===== src/rtl/ctu_pkg.sv =====
package ctu_pkg;
  localparam int DATA_W = 32;
  localparam int TB_W   = 2 * DATA_W;
  localparam int ADDR_W = 3;
  localparam int IDX_W  = $clog2(TB_W);

  localparam logic [ADDR_W-1:0] A_TB_HI = 3'd0;
  localparam logic [ADDR_W-1:0] A_TB_LO = 3'd1;
  localparam logic [ADDR_W-1:0] A_DEC   = 3'd2;
  localparam logic [ADDR_W-1:0] A_RLD   = 3'd3;
  localparam logic [ADDR_W-1:0] A_CTL   = 3'd4;
  localparam logic [ADDR_W-1:0] A_STS   = 3'd5;

  // control bit positions
  localparam int C_WPER_LO = 30;
  localparam int C_WIE     = 27;
  localparam int C_DIE     = 26;
  localparam int C_FPER_LO = 24;
  localparam int C_FIE     = 23;
  localparam int C_ARL     = 22;
  localparam int C_WEXT_LO = 17;
  localparam int C_FEXT_LO = 13;

  // status bit positions
  localparam int S_ENW = 31;
  localparam int S_WIS = 30;
  localparam int S_DIS = 27;
  localparam int S_FIS = 26;

  typedef struct packed {
    logic             tbHiWr;
    logic             tbLoWr;
    logic             decWr;
    logic             rldWr;
    logic             autoReload;
    logic [IDX_W-1:0] fitIdx;
    logic [IDX_W-1:0] wdtIdx;
  } dpStrobe_t;

  typedef struct packed {
    logic decExp;
    logic fitHit;
    logic wdtHit;
  } dpEvent_t;

  function automatic logic [IDX_W-1:0] selIndex(input logic [3:0] ext, input logic [1:0] per);
    return IDX_W'(TB_W - 1) - {ext, per};
  endfunction
endpackage


===== src/rtl/ctu_datapath.sv =====
module ctu_datapath
  import ctu_pkg::*;
(
  input  logic              clk,
  input  logic              rstN,
  input  logic              tickEn,
  input  dpStrobe_t         strobe,
  input  logic [DATA_W-1:0] wrData,
  output logic [TB_W-1:0]   tbVal,
  output logic [DATA_W-1:0] decVal,
  output logic [DATA_W-1:0] rldVal,
  output dpEvent_t          evt
);
  logic [TB_W-1:0] tbInc;
  logic [1:0]      bitHit;
  logic [IDX_W-1:0] watchIdx [2];

  assign tbInc       = tbVal + TB_W'(1);
  assign watchIdx[0] = strobe.fitIdx;
  assign watchIdx[1] = strobe.wdtIdx;

  for (genvar g = 0; g < 2; g++) begin : g_bitwatch
    assign bitHit[g] = tickEn & ~tbVal[watchIdx[g]] & tbInc[watchIdx[g]];
  end

  assign evt.fitHit = bitHit[0];
  assign evt.wdtHit = bitHit[1];
  assign evt.decExp = tickEn & ~strobe.decWr & (decVal == DATA_W'(1));

  always_ff @(posedge clk or negedge rstN) begin
    if (!rstN) begin
      tbVal  <= '0;
      decVal <= '0;
      rldVal <= '0;
    end else begin
      if (strobe.tbHiWr || strobe.tbLoWr) begin
        if (strobe.tbHiWr) tbVal[TB_W-1:DATA_W] <= wrData;
        if (strobe.tbLoWr) tbVal[DATA_W-1:0]    <= wrData;
      end else if (tickEn) begin
        tbVal <= tbInc;
      end

      if (strobe.decWr) begin
        decVal <= wrData;
      end else if (tickEn && decVal != '0) begin
        decVal <= (evt.decExp && strobe.autoReload) ? rldVal : decVal - DATA_W'(1);
      end

      if (strobe.rldWr) rldVal <= wrData;
    end
  end
endmodule


===== src/rtl/ctu_ctrl.sv =====
module ctu_ctrl
  import ctu_pkg::*;
(
  input  logic              clk,
  input  logic              rstN,
  input  logic              wrEn,
  input  logic [ADDR_W-1:0] addr,
  input  logic [DATA_W-1:0] wrData,
  input  dpEvent_t          evt,
  input  logic [TB_W-1:0]   tbVal,
  input  logic [DATA_W-1:0] decVal,
  input  logic [DATA_W-1:0] rldVal,
  output dpStrobe_t         strobe,
  output logic [DATA_W-1:0] ctlVal,
  output logic [DATA_W-1:0] stsVal,
  output logic [DATA_W-1:0] rdData,
  output logic              decIrq,
  output logic              fitIrq,
  output logic              wdtIrq
);
  logic [DATA_W-1:0] setMask;
  logic [DATA_W-1:0] clrMask;

  assign strobe.tbHiWr     = wrEn && addr == A_TB_HI;
  assign strobe.tbLoWr     = wrEn && addr == A_TB_LO;
  assign strobe.decWr      = wrEn && addr == A_DEC;
  assign strobe.rldWr      = wrEn && addr == A_RLD;
  assign strobe.autoReload = ctlVal[C_ARL];
  assign strobe.fitIdx     = selIndex(ctlVal[C_FEXT_LO +: 4], ctlVal[C_FPER_LO +: 2]);
  assign strobe.wdtIdx     = selIndex(ctlVal[C_WEXT_LO +: 4], ctlVal[C_WPER_LO +: 2]);

  assign clrMask = (wrEn && addr == A_STS) ? wrData : '0;

  always_comb begin
    setMask        = '0;
    setMask[S_DIS] = evt.decExp;
    setMask[S_FIS] = evt.fitHit;
    if (evt.wdtHit) begin
      if (stsVal[S_ENW]) setMask[S_WIS] = 1'b1;
      else               setMask[S_ENW] = 1'b1;
    end
  end

  always_ff @(posedge clk or negedge rstN) begin
    if (!rstN) begin
      ctlVal <= '0;
      stsVal <= '0;
    end else begin
      if (wrEn && addr == A_CTL) ctlVal <= wrData;
      stsVal <= (stsVal & ~clrMask) | setMask;
    end
  end

  always_comb begin
    case (addr)
      A_TB_HI: rdData = tbVal[TB_W-1:DATA_W];
      A_TB_LO: rdData = tbVal[DATA_W-1:0];
      A_DEC:   rdData = decVal;
      A_RLD:   rdData = rldVal;
      A_CTL:   rdData = ctlVal;
      A_STS:   rdData = stsVal;
      default: rdData = '0;
    endcase
  end

  assign decIrq = stsVal[S_DIS] & ctlVal[C_DIE];
  assign fitIrq = stsVal[S_FIS] & ctlVal[C_FIE];
  assign wdtIrq = stsVal[S_WIS] & ctlVal[C_WIE];
endmodule


===== src/rtl/core_timer_unit.sv =====
module core_timer_unit
  import ctu_pkg::*;
(
  input  logic              clk,
  input  logic              rstN,
  input  logic              tickEn,
  input  logic              regWrEn,
  input  logic [ADDR_W-1:0] regAddr,
  input  logic [DATA_W-1:0] regWrData,
  output logic [DATA_W-1:0] regRdData,
  output logic              decIrq,
  output logic              fitIrq,
  output logic              wdtIrq
);
  dpStrobe_t         strobe;
  dpEvent_t          evt;
  logic [TB_W-1:0]   tbVal;
  logic [DATA_W-1:0] decVal;
  logic [DATA_W-1:0] rldVal;
  logic [DATA_W-1:0] ctlVal;
  logic [DATA_W-1:0] stsVal;

  ctu_ctrl u_ctrl (
    .clk(clk), .rstN(rstN), .wrEn(regWrEn), .addr(regAddr), .wrData(regWrData),
    .evt(evt), .tbVal(tbVal), .decVal(decVal), .rldVal(rldVal),
    .strobe(strobe), .ctlVal(ctlVal), .stsVal(stsVal), .rdData(regRdData),
    .decIrq(decIrq), .fitIrq(fitIrq), .wdtIrq(wdtIrq)
  );

  ctu_datapath u_dp (
    .clk(clk), .rstN(rstN), .tickEn(tickEn), .strobe(strobe), .wrData(regWrData),
    .tbVal(tbVal), .decVal(decVal), .rldVal(rldVal), .evt(evt)
  );
endmodule


===== config.mk =====
export PLATFORM = sky130hd
export DESIGN_NAME = core_timer_unit
export DESIGN_NICKNAME = d
export VERILOG_FILES = /design/src/rtl/ctu_pkg.sv /design/src/rtl/ctu_datapath.sv /design/src/rtl/ctu_ctrl.sv /design/src/rtl/core_timer_unit.sv
export SDC_FILE = /design/constraint.sdc
export NUM_CORES = 1
export LEC_CHECK = 0
export ABC_AREA = 0
export BUFFER_PORTS_ARGS = -buffer_cell sky130_fd_sc_hd__buf_2
export CELL_PAD_IN_SITES_DETAIL_PLACEMENT = 1
export CELL_PAD_IN_SITES_GLOBAL_PLACEMENT = 1
export CORE_MARGIN = 2
export CORE_UTILIZATION = 39
export DETAILED_ROUTE_END_ITERATION = 8
export PLACE_DENSITY_LB_ADDON = 0.15
export REMOVE_ABC_BUFFERS = 1
export SLEW_MARGIN = 10
export SYNTH_ARGS = -nofsm -noshare
export SYNTH_HDL_FRONTEND = slang
export SYNTH_SLANG_ARGS = --single-unit

===== constraint.sdc =====
create_clock -name clk -period 5.5 [get_ports clk]
set_input_delay 0 -clock clk [delete_from_list [all_inputs] [get_ports clk]]
set_output_delay 0 -clock clk [all_outputs]
set_load 0.02 [all_outputs]

=== Yosys cells after proc, flatten, opt, wreduce, memory -nomap -nowiden ===
Index checks and enable logic that the tools add are counted.

* Register bits after elaboration: 192
* Input port bits: 39
* Output and inout bits: 35
* Logic and storage cells: 70

* $add $sub $neg: 4
* Magnitude comparators: 2
* Eq/ne operators: 8
* Mux-type cells: 20
* Bitwise operators: 15
* Reduce and logical (&&, ||, !) cells: 15

{| class="wikitable"
|+ Operators by type and width
! cell !! number
|-
| 32-bit 2-to-1 mux || 6
|-
| 32-bit one-hot mux with 6 select lines || 1
|-
| 64-bit 2-to-1 mux || 2
|-
| 64-bit by 1-bit adder with 64-bit output, second input constant || 1
|-
| 32-bit AND || 1
|-
| 32-bit by 1-bit equality test with 1-bit output, second input constant || 1
|-
| 32-bit inverter || 1
|-
| 32-bit bitwise OR || 1
|-
| 32-bit nonzero test || 1
|-
| 32-bit by 1-bit subtractor with 32-bit output, second input constant || 1
|-
| 1-bit binary-select mux with 6-bit select || 4
|-
| 6-bit by 7-bit less-than comparator with 1-bit output, second input constant || 2
|-
| 6-bit subtractor, first input constant || 2
|-
| 1-bit AND || 9
|-
| 1-bit logical AND || 8
|-
| 3-bit by 2-bit equality test with 1-bit output, second input constant || 2
|-
| 3-bit equality test, second input constant || 2
|-
| 1-bit 2-to-1 mux || 6
|-
| 2-bit by 1-bit inequality test with 1-bit output, second input constant || 2
|-
| 2-bit AND reduction || 2
|-
| 2-bit nonzero test || 2
|-
| 3-bit by 1-bit equality test with 1-bit output, second input constant || 1
|-
| 3-bit zero test || 1
|-
| 1-bit inverter || 3
|-
| other kinds (2) || 2
|}

=== Depth between registers and ports, before layout ===
* Depth after elaboration: 9
* Mapped depth: 13
* Depth with buffers taken out: 10

=== Cells and area by module ===
Synthesis repeated with hierarchy kept, for this count alone.

* Cells, all modules: 1703
* Area, all modules: 15072.0 um^2

{| class="wikitable"
|+ By module, submodules not included
! module !! times used !! cells an instance !! area an instance (um^2) !! seq. area each (um^2)
|-
| ctu_datapath || 1 || 1317 || 10928.0 || 3203.1
|-
| ctu_ctrl || 1 || 386 || 4144.0 || 1601.5
|}

=== Least setup slack after synthesis ===
No wires, ideal clock.

* Kind: reg-to-reg
* Start: register u_dp.tbVal[1]
* End: register u_ctrl.stsVal[26]
* Library setup time: 121 ps
* Data arrival time: 3085 ps
* Data required time: 5379 ps
* Slack: 2294 ps
* Cell stages (with the launch flop): 11
* Buffers on the path: 0
* Period minus slack after synthesis: 3206 ps
* Cell sequence: dfrtp_1 ha_1 nand3_1 nor4_1 nand3_1 nor3_1 xor2_1 mux4_2 a211oi_1 o32ai_1 a22o_1

* Cells in the longest elaborated chain, start to end: 6
* Elaborated cells between the ends (all ways): 9
* Classes of those cells: add/sub (1); mux (4); bitwise (4)

{| class="wikitable"
|+ RTL lines
! item !! line !! text
|-
| start, declared || ctu_datapath.sv:9 || <nowiki>output logic [TB_W-1:0] tbVal,</nowiki>
|-
| start signal, assigned by index || ctu_datapath.sv:37 || <nowiki>if (strobe.tbHiWr) tbVal[TB_W-1:DATA_W] <= wrData;</nowiki>
|-
| start signal, assigned by index || ctu_datapath.sv:38 || <nowiki>if (strobe.tbLoWr) tbVal[DATA_W-1:0] <= wrData;</nowiki>
|-
| start signal, assigned || ctu_datapath.sv:40 || <nowiki>tbVal <= tbInc;</nowiki>
|-
| parallel branches: the longest is 4 deep, another holds 64-bit by 1-bit adder with 64-bit output || - ||
|-
| 1-bit AND * || ctu_datapath.sv:23 || <nowiki>assign bitHit[g] = tickEn & ~tbVal[watchIdx[g]] & tbInc[watchIdx[g]];</nowiki>
|-
| 32-bit bitwise OR * || ctu_ctrl.sv:50 || <nowiki>stsVal <= (stsVal & ~clrMask) | setMask;</nowiki>
|-
| end signal, assigned || ctu_ctrl.sv:50 ||
|-
| end, declared || ctu_ctrl.sv:15 || <nowiki>output logic [DATA_W-1:0] stsVal,</nowiki>
|}

Every way passes the cells marked *. The select of a mux whose other input is x is not followed.
A chain may end at the register's enable or synchronous reset.

=== Worst setup path in the final report ===
* Start: register u_dp.tbVal[0]
* End: register u_ctrl.stsVal[26]

Same word-level chain as after synthesis.

==> impl_metrics.yaml <==
run_status:
  run_status: "completed"
routing:
  route.detailed.drc: 0
  drt_iter0_markers: 1712
  wl_per_cell_um: 30.0
  vias: 15600
  drtPass1Iterations: 5
  topRoutingLayerUsed: "met4"
  met1_length_mm: 30.2
  finalWirelength_mm: 68.7
  via_per_inst: 6.82
  met3WireLength_mm: 6.32
  final_antenna_net_count: 0
  wl_met2_mm: 30.1
worst_setup_path:
  slowest_stage: "dfrtp_1"
  path_cells: "ha_1 -> nand3_1 -> nor4_1 -> buf_4 -> nand3_1 -> nor3_1 -> xor2_1 -> mux4_2 -> a211oi_1 -> o32ai_1 -> a22o_1"
  critPathKind: "reg2reg"
  startpoint_type: "flip-flop"
  crit_fanout: 10
  r2r_start: "u_dp.tbVal[0]$_DFFE_PN0P_"
  critPathArrivalTime_ns: 4.66
  rrSetupSlack_ns: 1.24
  setup.worst_path.end_class: "flip-flop"
  cp_common_cell: "nand3_1"
  cpLargestDelayFamily: "simple AND/OR/NAND/NOR gates"
  path_buf_inv: 1
  reg2reg_to: "u_ctrl.stsVal[26]$_DFF_PN0_"
  critPathMaxStageDelay_ns: 0.55
  required_ns: 5.90
  r2r_cells: 11
layout:
  instances_no_fill: 2287
  fillCellCount: 4410
  layout.nets: 1805
  ff_latch_area_um2: 4810
  syn_to_final_growth_pct: 11.0
  drive_gt1_frac: 0.160
  multi_input_area_um2: 9170
  antenna_cells: 0
  final_area_um2: 16400
  utilization: 0.437
sta:
  skew_ns: 0.0173
  hold_ws_ns: 0.0876
  tns_ns: 0
  slew_headroom: 0.247
  hold_viol: 0
  max_freq_ghz: 0.235
  setup_ws_ns: 1.24
  worst_pin_slew_ns: 1.13
  period_minus_slack_ns: 4.26
  rsz0062_at_grt: "no"
  setup_violations: 0
  maxSlewViolCount: 0
  final.period_utilization: 0.774
yosys:
  yosys.cell_types.count: 82
  ys.flop_type: "dfrtp_1"
  seq_area_frac_synth: 0.326
  synthTopCellsByArea: "dfrtp_1 (33%), mux4_2 (6.1%), a22oi_1 (5.4%), a21oi_1 (4.6%), mux2_2 (4.6%)"
  synth_edf_count: 0
  yosysTopAreaCell: "dfrtp_1"
  synth.most_common_cell: "dfrtp_1"
  yosys_warnings: 0
  synth_area_um2: 14700
  synth_top_area_share: 0.326
  synth.ff_latch_count: 192
  netlist_instances: 1775
  avgSynthCellArea_um2: 8.30
  synth_commonest_cells: "dfrtp_1 (192), nor2_1 (168), nand2_1 (151), clkbuf_1 (147), a21oi_1 (135)"
  synthArstFlopShare: 1.00
clock_tree:
  cts_num_sinks: 192
  cts_tree: "yes"
  cts_max_path_buffers: 2
  cts_max_level: 4
  clockRootBuffer: "clkbuf_16"
  clkLatencyLatePin_ns: 0.51
  cts_buffers: 17
  postCtsSetupRepairBufs: 0
  cts.reportedPaths.clkPinSlew_ns: 0.09
die:
  design.die.area_um2: 39300
  die_x_um: 198
  die_h_um: 198
  rows: 71
  initial_core_util: 0.394
  core_region_area_um2: 37400
  io_pins: 74
power_and_ir_drop:
  power_switching_mw: 2.72
  combPwrFrac: 0.371
  power.density_nw_per_um2: 363
  seqPwrFrac: 0.402
  swShare: 0.457
  power.share.clock: 0.226
  total_power_mw: 5.94
  p_int_mw: 3.22
  p_leak_nw: 6.14
  peakVddDrop_v: 0.000285
run:
  cap_viol_max_count: 0
worst_hold_path:
  hold_class: "in2async"
placement:
  place_inst: 2222
  port_buffers: 73
  dp_slack_ns: 1.37
  hpwl_mm: 48.0
  place_congestion: 1.02
  placed_cell_area_um2: 15400
grt:
  grt_start_max_net_pins: 68
  track_usage: 0.359
  grt_pass1_vias: 15600
  overflow: 0
  grt_pass1_wl_mm: 103
  antenna_found_initial: 1
[worst max-delay path by stage]
stage,startpoint,cells after the start,endpoint
floorplan,u_dp.decVal[9]$_DFFE_PN0P_,7,u_dp.decVal[10]$_DFFE_PN0P_
global placement,u_dp.tbVal[0]$_DFFE_PN0P_,11,u_ctrl.stsVal[26]$_DFF_PN0_
detailed placement,u_dp.tbVal[0]$_DFFE_PN0P_,11,u_ctrl.stsVal[26]$_DFF_PN0_
CTS,u_dp.tbVal[0]$_DFFE_PN0P_,11,u_ctrl.stsVal[26]$_DFF_PN0_
global route,u_dp.tbVal[0]$_DFFE_PN0P_,11,u_ctrl.stsVal[26]$_DFF_PN0_
finish,u_dp.tbVal[0]$_DFFE_PN0P_,11,u_ctrl.stsVal[26]$_DFF_PN0_
[layer usage]
layer	vias to the layer above	GRT usage
met5	-	0
met4	0	0.127
met3	139	0.0848
met2	730	0.534
met1	8053	0.507
li1	6682	-
[cells by family after synthesis]
kind of cell	share of synthesized area
and+or+nand+nor	0.214
AOI/OAI and AO/OA	0.250
buffers and inverters	0.0558
DFF	0.326
muxes	0.119
xor gates and xnor gates	0.0315
adders and majority gates	0.00255
[cells in the final DEF, fill, tap and decap left out, types with 15 or more instances in the layout]
cell	instances
xnor2_1	33
a21oi_1	135
a31oi_1	34
buf_4	41
buf_2	72
mux4_2	40
nand2_1	149
a21boi_0	28
o21ai_0	83
dlygate4sd3_1	33
xor2_1	20
o22ai_1	41
mux2_2	60
o21ai_1	28
nor2_1	168
nand3_1	87
nand4_1	38
mux2i_1	17
clkbuf_16	17
nor3_1	38
a22oi_1	104
and3_1	16
dfrtp_1	190
and4_1	15
inv_1	25
nor4_1	29
[registers in the layout, summed over array words and instances (netlist names)]
register / cells
u_dp.tbVal: 64
u_ctrl.ctlVal: 32
u_ctrl.stsVal: 32
u_dp.decVal: 32
u_dp.rldVal: 32
[final cells by class]
type / instances / share of cell area
clock buffers: 17 / 0.0260
multi-input cells: 1374 / 0.561
repair buffers: 147 / 0.0619
inverters: 31 / 0.00712
well taps: 511 / 0.0391
clock inverters: 15 / 0.0110
flip-flops and latches: 192 / 0.294
[power by group through the flow]
stage | logic [mW] | registers [mW] | clock network (mW)
2_1_floorplan | 1.36 | 2.17 | 0
3_3_place_gp | 2.12 | 2.35 | 0
3_5_place_dp | 2.14 | 2.38 | 0
4_1_cts | 2.17 | 2.35 | 1.38
5_1_grt | 2.37 | 2.42 | 1.42
6_report | 2.21 | 2.39 | 1.34
[timing repair]
action	CTS	global route
hold buffers	33	0
endpoints found under the hold margin	242	0
resized for setup	0	0
Note: power is estimated with default switching activity, not from simulation.
